[src/rtl/ldst_agu_pkg.sv]
package ldst_agu_pkg;
  localparam int XLEN  = 32;
  localparam int LANES = XLEN / 8;
  localparam int LSB_W = $clog2(LANES);

  typedef enum logic [1:0] {SZ_BYTE = 2'd0, SZ_HALF = 2'd1, SZ_WORD = 2'd2, SZ_RSVD = 2'd3} accSize_e;
  typedef enum logic [1:0] {AM_REGIDX = 2'd0, AM_IMM5 = 2'd1, AM_SPREL = 2'd2, AM_PCREL = 2'd3} addrMode_e;
  typedef enum logic [1:0] {BS_BASE = 2'd0, BS_SP = 2'd1, BS_PCALIGN = 2'd2} baseSel_e;
  typedef enum logic [1:0] {OS_REG = 2'd0, OS_SHORT = 2'd1, OS_LONG = 2'd2} offSel_e;

  // strobes steering the address adder
  typedef struct packed {
    baseSel_e   baseSel;
    offSel_e    offSel;
    logic [1:0] offShift;
  } addrCtrl_t;

  // strobes steering lanes and load capture
  typedef struct packed {
    logic [LANES-1:0] laneMask;
    logic             wrEn;
    logic             ldCapture;
    logic             signExt;
    accSize_e         fmtSize;
  } accCtrl_t;
endpackage

[src/rtl/ldst_agu_ctrl.sv]
module ldst_agu_ctrl
  import ldst_agu_pkg::*;
(
  input  logic             reqValid,
  input  logic             isStore,
  input  logic             isSigned,
  input  logic [1:0]       accSize,
  input  logic [1:0]       addrMode,
  input  logic [LSB_W-1:0] addrLow,
  output addrCtrl_t        aCtl,
  output accCtrl_t         xCtl,
  output logic             fault
);
  accSize_e  sizeE;
  addrMode_e modeE;
  logic      misaligned;

  assign sizeE = accSize_e'(accSize);
  assign modeE = addrMode_e'(addrMode);

  // address steering depends only on mode and size
  always_comb begin
    aCtl = '{baseSel: BS_BASE, offSel: OS_REG, offShift: 2'd0};
    unique case (modeE)
      AM_REGIDX: aCtl = '{baseSel: BS_BASE, offSel: OS_REG, offShift: 2'd0};
      AM_IMM5: begin
        aCtl.baseSel = BS_BASE;
        aCtl.offSel  = OS_SHORT;
        unique case (sizeE)
          SZ_BYTE: aCtl.offShift = 2'd0;
          SZ_HALF: aCtl.offShift = 2'd1;
          default: aCtl.offShift = 2'd2;
        endcase
      end
      AM_SPREL:  aCtl = '{baseSel: BS_SP, offSel: OS_LONG, offShift: 2'd2};
      AM_PCREL:  aCtl = '{baseSel: BS_PCALIGN, offSel: OS_LONG, offShift: 2'd2};
      default:   aCtl = '{baseSel: BS_BASE, offSel: OS_REG, offShift: 2'd0};
    endcase
  end

  // alignment and lane selection depend on the formed address
  always_comb begin
    unique case (sizeE)
      SZ_BYTE: misaligned = 1'b0;
      SZ_HALF: misaligned = addrLow[0];
      default: misaligned = |addrLow;
    endcase
  end

  assign fault = reqValid & misaligned;

  always_comb begin
    xCtl.laneMask  = '0;
    unique case (sizeE)
      SZ_BYTE: xCtl.laneMask[addrLow] = 1'b1;
      SZ_HALF: xCtl.laneMask = addrLow[1] ? 4'b1100 : 4'b0011;
      default: xCtl.laneMask = '1;
    endcase
    xCtl.wrEn      = reqValid & isStore & ~fault;
    xCtl.ldCapture = reqValid & ~isStore & ~fault;
    xCtl.signExt   = isSigned;
    xCtl.fmtSize   = sizeE;
  end


  always_comb begin
    if (xCtl.wrEn) wr_lane_count_chk: assert ($countones(xCtl.laneMask) ==
        ((sizeE == SZ_BYTE) ? 1 : (sizeE == SZ_HALF) ? 2 : 4));
  end
endmodule

[src/rtl/ldst_agu_dp.sv]
module ldst_agu_dp
  import ldst_agu_pkg::*;
#(
  parameter int IMM_SHORT_W = 5,
  parameter int IMM_LONG_W  = 8,
  parameter int PC_AHEAD    = 4
) (
  input  logic             clk,
  input  logic             rstN,
  input  addrCtrl_t        aCtl,
  input  accCtrl_t         xCtl,
  input  logic [XLEN-1:0]  baseVal,
  input  logic [XLEN-1:0]  indexVal,
  input  logic [XLEN-1:0]  spVal,
  input  logic [XLEN-1:0]  pcVal,
  input  logic [XLEN-1:0]  storeData,
  input  logic             rdValid,
  input  logic [XLEN-1:0]  rdData,
  output logic [XLEN-1:0]  busAddr,
  output logic [LANES-1:0] wrStrobe,
  output logic [XLEN-1:0]  busWrData,
  output logic [XLEN-1:0]  loadResult,
  output logic             loadValid
);
  localparam logic [XLEN-1:0] WORD_MASK = ~XLEN'(LANES - 1);

  logic [XLEN-1:0] pcAligned, baseMux, offRaw, fmtWord;
  logic [7:0]      byteSel;
  logic [15:0]     halfSel;
  logic            capture;

  assign pcAligned = (pcVal + XLEN'(PC_AHEAD)) & WORD_MASK;

  always_comb begin
    unique case (aCtl.baseSel)
      BS_SP:      baseMux = spVal;
      BS_PCALIGN: baseMux = pcAligned;
      default:    baseMux = baseVal;
    endcase
    unique case (aCtl.offSel)
      OS_SHORT: offRaw = XLEN'(indexVal[IMM_SHORT_W-1:0]);
      OS_LONG:  offRaw = XLEN'(indexVal[IMM_LONG_W-1:0]);
      default:  offRaw = indexVal;
    endcase
  end

  assign busAddr  = baseMux + (offRaw << aCtl.offShift);
  assign wrStrobe = xCtl.wrEn ? xCtl.laneMask : '0;

  for (genvar i = 0; i < LANES; i++) begin : g_lane
    assign busWrData[i*8 +: 8] =
      (xCtl.fmtSize == SZ_BYTE) ? storeData[7:0] :
      (xCtl.fmtSize == SZ_HALF) ? storeData[(i % 2)*8 +: 8] :
                                  storeData[i*8 +: 8];
  end

  always_comb begin
    byteSel = rdData[{busAddr[LSB_W-1:0], 3'b000} +: 8];
    halfSel = rdData[{busAddr[LSB_W-1], 4'b0000} +: 16];
    unique case (xCtl.fmtSize)
      SZ_BYTE: fmtWord = {{(XLEN-8){xCtl.signExt & byteSel[7]}}, byteSel};
      SZ_HALF: fmtWord = {{(XLEN-16){xCtl.signExt & halfSel[15]}}, halfSel};
      default: fmtWord = rdData;
    endcase
  end

  assign capture = xCtl.ldCapture & rdValid;

  always_ff @(posedge clk) begin
    if (!rstN) begin
      loadValid  <= 1'b0;
      loadResult <= '0;
    end else begin
      loadValid <= capture;
      if (capture) loadResult <= fmtWord;
    end
  end


  load_pulse_src_chk: assert property (@(posedge clk) disable iff (!rstN)
    !capture |=> !loadValid && $stable(loadResult));


  load_pulse_val_chk: assert property (@(posedge clk) disable iff (!rstN)
    capture |=> loadValid);
endmodule

[src/rtl/ldst_agu.sv]
module ldst_agu
  import ldst_agu_pkg::*;
#(
  parameter int IMM_SHORT_W = 5,
  parameter int IMM_LONG_W  = 8,
  parameter int PC_AHEAD    = 4
) (
  input  logic        clk,
  input  logic        rstN,
  input  logic        reqValid,
  input  logic        isStore,
  input  logic [1:0]  accSize,
  input  logic        isSigned,
  input  logic [1:0]  addrMode,
  input  logic [31:0] baseVal,
  input  logic [31:0] indexVal,
  input  logic [31:0] spVal,
  input  logic [31:0] pcVal,
  input  logic [31:0] storeData,
  input  logic        rdValid,
  input  logic [31:0] rdData,
  output logic [31:0] busAddr,
  output logic [3:0]  wrStrobe,
  output logic [31:0] busWrData,
  output logic        alignFault,
  output logic [31:0] loadResult,
  output logic        loadValid
);
  addrCtrl_t aCtl;
  accCtrl_t  xCtl;

  ldst_agu_ctrl u_ctrl (
    .reqValid (reqValid),
    .isStore  (isStore),
    .isSigned (isSigned),
    .accSize  (accSize),
    .addrMode (addrMode),
    .addrLow  (busAddr[LSB_W-1:0]),
    .aCtl     (aCtl),
    .xCtl     (xCtl),
    .fault    (alignFault)
  );

  ldst_agu_dp #(
    .IMM_SHORT_W (IMM_SHORT_W),
    .IMM_LONG_W  (IMM_LONG_W),
    .PC_AHEAD    (PC_AHEAD)
  ) u_dp (
    .clk        (clk),
    .rstN       (rstN),
    .aCtl       (aCtl),
    .xCtl       (xCtl),
    .baseVal    (baseVal),
    .indexVal   (indexVal),
    .spVal      (spVal),
    .pcVal      (pcVal),
    .storeData  (storeData),
    .rdValid    (rdValid),
    .rdData     (rdData),
    .busAddr    (busAddr),
    .wrStrobe   (wrStrobe),
    .busWrData  (busWrData),
    .loadResult (loadResult),
    .loadValid  (loadValid)
  );


  fault_no_write_chk: assert property (@(posedge clk) disable iff (!rstN)
    alignFault |-> wrStrobe == 4'b0000);


  fault_no_load_chk: assert property (@(posedge clk) disable iff (!rstN)
    alignFault |=> !loadValid);


  pc_word_base_chk: assert property (@(posedge clk) disable iff (!rstN)
    reqValid && addrMode == 2'd3 |-> busAddr[1:0] == 2'b00);


  word_aligned_chk: assert property (@(posedge clk) disable iff (!rstN)
    reqValid && accSize[1] && !alignFault |-> busAddr[1:0] == 2'b00);


  fault_needs_req_chk: assert property (@(posedge clk) disable iff (!rstN)
    alignFault |-> reqValid);
endmodule

[config.mk]
export PLATFORM = sky130hd
export DESIGN_NAME = ldst_agu
export DESIGN_NICKNAME = d
export VERILOG_FILES = /design/src/rtl/ldst_agu_pkg.sv /design/src/rtl/ldst_agu_ctrl.sv /design/src/rtl/ldst_agu_dp.sv /design/src/rtl/ldst_agu.sv
export SDC_FILE = /design/constraint.sdc
export NUM_CORES = 1
export LEC_CHECK = 0
export BUFFER_PORTS_ARGS = -buffer_cell sky130_fd_sc_hd__buf_2
export CELL_PAD_IN_SITES_DETAIL_PLACEMENT = 1
export CELL_PAD_IN_SITES_GLOBAL_PLACEMENT = 2
export CORE_MARGIN = 1.5
export CORE_UTILIZATION = 23
export DETAILED_ROUTE_END_ITERATION = 8
export GPL_ROUTABILITY_DRIVEN = 0
export PLACE_DENSITY_LB_ADDON = 0.1
export SYNTH_ARGS = -nofsm -noshare
export SYNTH_HDL_FRONTEND = slang
export SYNTH_SLANG_ARGS = --single-unit
[constraint.sdc]
create_clock -name clk -period 4.8 [get_ports clk]
set_clock_uncertainty 0.05 [all_clocks]
set_input_delay 0.72 -clock clk [delete_from_list [all_inputs] [get_ports clk]]
set_output_delay 0.72 -clock clk [all_outputs]
set_load 0.01 [all_outputs]
* Yosys cells after proc, flatten, opt, wreduce, memory -nomap -nowiden
Index checks and enable logic that the tools add are counted.
Operators by class: bitwise operators 10, $lt $le $gt $ge 2, eq/ne operators 8, mux-type cells 16, add/subtract/negate cells 2, reduce and logical (&&, ||, !) cells 4, shift-type cells 3
Operator list (count):
- $pmux W32 S2 | 3
- $mux W8 | 5
- $add A32 B3 Y32 const B | 1
- $add A32 B32 Y32 | 1
- $shiftx A32 B6 Y16 | 1
- $shiftx A32 B6 Y8 | 1
- $shl A32 B2 Y32 | 1
- $pmux W6 S4 | 1
- $and A1 B1 Y1 | 8
- $eq A2 B1 Y1 const B | 4
- $eq A2 B2 Y1 const B | 4
- $mux W4 | 2
- $pmux W4 S2 | 1
- $logic_not A2 Y1 | 2
- $pmux W2 S2 | 1
- $lt A2 B3 Y1 const B | 1
- $demux W1 S2 | 1
- $ge A2 B1 Y1 const B | 1
- $not A1 Y1 | 2
- $pmux W1 S2 | 1
- $reduce_or A2 Y1 | 1
- $logic_and A1 B1 Y1 | 1
- $mux W1 | 1
Word-level totals: output and inout port bits 102, bits in registers 33, logic and storage cells 47, input bits 202

* Logic depth before layout (Yosys ltp)
word-level depth 13, gate-level depth with buffers 17, depth with buffers taken out 15

* Hierarchy
Synthesis repeated with hierarchy kept, for this count alone.
Second synthesis, totals: cells, all modules 807, area total of the unflattened synthesis 6015.8 µm²
By module, submodules not included:
- ldst_agu_dp | times used 1, area each 5866.9 µm², cells an instance 784
- ldst_agu_ctrl | times used 1, area each 148.9 µm², cells an instance 23

* Worst setup path before layout
No wires, ideal clock.
path kind input port to output port, from input port addrMode[0], to output port busAddr[26], arrival 3944 ps, setup slack 86 ps, required time 4030 ps, stages 14, path buffers 3, path through clkbuf_1 > buf_1 > clkbuf_1 > nor2_1 > a22o_1 > ha_1 > fa_1 > a21o_1 > a221oi_2 > o21ai_1 > a31oi_1 > o31a_2 > nor2_1 > a311oi_1
On the way: longest elaborated chain between the ends 6, elaborated cells on any way between the ends 13, those cells by class 1 x add/sub; 7 x eq/ne; 1 x shift; 3 x mux; 1 x reduce/logical
RTL lines:
- from (decl) | RTL line ldst_agu.sv:14 | input logic [1:0] addrMode,
- $eq A2 B2 Y1 (tied with other cells) | RTL line ldst_agu_ctrl.sv:24 | unique case (modeE)
- $pmux W6 S4 (*) | RTL line ldst_agu_ctrl.sv:24
- $eq A2 B2 Y1 / $eq A2 B1 Y1 (equally long branches) | RTL line ldst_agu_dp.sv:40 | unique case (aCtl.offSel)
- $pmux W32 S2 | RTL line ldst_agu_dp.sv:40
- $shl A32 B2 Y32 | RTL line ldst_agu_dp.sv:47 | assign busAddr = baseMux + (offRaw << aCtl.offShift);
- $add A32 B32 Y32 (*) | RTL line ldst_agu_dp.sv:47
- to (decl) | RTL line ldst_agu.sv:22 | output logic [31:0] busAddr,
Mark *: on every way between the ends. The rest lies on a longest branch, timed or not.

* Final worst setup path
from input port addrMode[0], to output port busAddr[21]
Same word-level chain as after synthesis.

==> results.md <==
* Status: completed
* Seq/Total Area, Yosys at 0.121
* Pint at 930 µW
* Worst slew pin tran at 660 ps
* First-pass GRT wire length at 39.0 mm
* Critical path, cell by cell: buf_2, nand2_2, nor3b_2, buf_6, mux2i_4, nor2_1, ha_1, a211oi_1, buf_4, o211ai_1, a2111oi_4, nor3_2, a21boi_0, buf_4, o21bai_1, xor2_1, buf_2
* Most common cell after layout, fill and taps aside: buf_2
* Max-cap check violation count at 0
* Synth top area cells: dfxtp_1, ha_1, a21oi_1, nand2_1, mux2_2
* H-Tree Depth at 2
* Layout area overhead at 56.9%
* Clock sink count at 33
* Crit path required time at 4030 ps
* Comb power frac at 0.624
* Core Area at 23300 µm²
* # fillers at 2978
* GR Overflow Total at 0
* Starting Density at 0.234
* Rel. slew slack at 0.560
* Syn Area/Cell at 6.98 µm²
* Flop pwr share at 0.186
* CP Launch Type: primary input
* Final worst path period need at 4710 ps
* Top-area cell type share of the netlist area at 0.121
* Power share of the clock group at 0.190
* Wirelength per Cell at 17.8 µm
* Detailed Route WL at 26.1 mm
* Slowest stage delay, CP at 450 ps
* Die H at 157 µm
* Leakage at 0.00412 µW
* Endpoints failing setup at 0
* Worst Setup Slack, final at 93.2 ps
* Drt drc at 0
* Hold-fix buffers at CTS at 0
* Worst IR Drop VDD at 0.000113 V
* IO Count at 304
* Gr usage total at 0.201
* Power density over cell area at 185 nW/µm²
* Switching part of the total at 0.412
* Most frequent cells in the layout: buf_2, buf_4, nand2_1
* Post-synth EDFFs at 0
* Achievable clock frequency at 212 MHz
* Crit path max-delay cell type: a2111oi_4
* Vias in the first global route at 7178
* Synthesized flop and latch total at 33
* Synthesized cell area at 5450 µm²
* Share of layout cells above drive strength 1 at 0.457
* Hold Crit Class: reg -> reg
* Cell taking the most area after synthesis: dfxtp_1
* Sequential Area at 661 µm²
* Hold Violations, Final at 0
* HPWL Detailed at 21.0 mm
* Initial antenna violation count at 3
* Ys async rst share at 0
* Syn_nets at 1017
* CTS root buffer: clkbuf_16
* Pin count of the biggest net entering global routing at 64
* Multi-input logic area at 4830 µm²
* PortBufs at 301
* Max Buffers Root-to-Sink at 2
* Top FF cell, synth: dfxtp_1
* Dpl ws at -146 ps
* Layout Nets at 1378
* Die area at 24600 µm²
* Skew-Pair Late Insertion Delay at 280 ps
* Starting DRT DRC Count at 144
* Vias/cell at 4.84
* Yosys warning count at 0
* Endpoint type of the worst setup path: primary output
* WS Path Type: in -> out
* Switching pwr at 651 µW
* RSZ-0062 raised after global routing: true
* Setup TNS Final at 0 ps
* Rows at 56
* Slew Limit Fails at 0
* Final Cycle Share at 0.981
* Clk slew on worst S/H paths at 50 ps
* Vias at 7070
* Crit path max fanout at 7
* Die X at 157 µm
* TritonCTS clock tree: done
* Arrival @ worst endpoint at 3940 ps
* Number of library cell types mapped by synthesis at 63
* Drt pass-1 iters at 4
* Routed Antenna Nets at 0
* Num CTS Buffers at 5
* Synth Instances at 781
[synthesized netlist by cell type, types with 6 or more instances]
library cell and count:
and2_1 27, nand3_1 19, and3_1 7, a211oi_1 15
mux2_2 30, buf_1 7, a21o_1 21, nor2_1 55
mux2i_1 17, a32oi_1 10, xor2_1 28, xnor2_1 26
dfxtp_1 33, nand4_1 14, ha_1 33, nand2b_1 6
o21ai_0 62, nand2_1 96, a21boi_0 8, a22oi_1 7
inv_1 24, a21oi_1 79, clkbuf_1 41, a22o_1 10
o21bai_1 6, buf_4 8, o211ai_1 14, nor3_1 11
[cell type report]
class	instances	share of cell area
diodes	1	0.000292
inverters	25	0.0110
well taps	319	0.0467
flip-flops and latches	33	0.0772
clock buffers	5	0.0146
multi-input cells	664	0.565
repair buffers	413	0.285
clock inverters	1	0.000585
[power by group through the flow]
stage	sequential [µW]	clock, µW	combinational, µW
after global placement	300	0	913
after detailed placement	300	0	916
after CTS	294	310	934
final	294	301	986
after global routing	295	319	1080
after floorplan	305	0	493
[cell families after synthesis]
group	share of synthesized area
AOI/OAI and AO/OA	0.307
and+or+nand+nor	0.236
DFF	0.121
muxes	0.106
adders and majority gates	0.0794
xor gates and xnor gates	0.0867
buffers and inverters	0.0640
[registers in the layout, summed over array words and instances, names as in the netlist]
| name | count |
|---|---|
| u_dp.loadResult | 32 |
| u_dp.loadValid | 1 |
[routing by layer]
metal	global-route usage	vias up	routed length [µm]	part of all wire
li1	-	3553	-	-
met1	0.264	3315	11800	0.45
met5	0	-	13	0.00050
met3	0.0182	21	1080	0.042
met4	0.0304	2	296	0.011
met2	0.362	179	12800	0.49
[critical path, delay by kind of cell]
family | cells | cell delay (ps)
compound gates | 5 | 1130
fa+ha+maj | 1 | 320
buf+inv | 5 | 810
xor+xnor | 1 | 210
simple gates | 4 | 480
mux | 1 | 240
[final timing paths]
kind              slack, ps                        startpoint                                to  cells after the start
setup / recovery         90                       addrMode[0]                       busAddr[21]                     17
hold / removal          410   u_dp.loadResult[1]$_SDFFE_PN0P_   u_dp.loadResult[1]$_SDFFE_PN0P_                      2
setup reg to reg       3990  u_dp.loadResult[11]$_SDFFE_PN0P_  u_dp.loadResult[11]$_SDFFE_PN0P_                      2
hold reg to reg         410   u_dp.loadResult[1]$_SDFFE_PN0P_   u_dp.loadResult[1]$_SDFFE_PN0P_                      2
[metrics by stage]
stage	instances	hold slack (ps)	power (µW)	util	instance area, µm²
final	1461	410	1580	0.367	8560
after global routing	1461	443	1700	0.367	8560
after CTS	1454	416	1540	0.349	8130
after detailed placement	1447	408	1220	0.339	7920
after global placement	1447	406	1210	0.339	7920
after floorplan	781	435	798	-	5450
[what timing repair did]
item                                    4_1_cts  5_1_grt
gates cloned                                  0        1
endpoints found under the setup margin        8       16
gates resized for setup                      17       74
pin swaps                                     5       19
setup buffers                                 1        5
No activity file was read; power rests on OpenSTA's default activity.
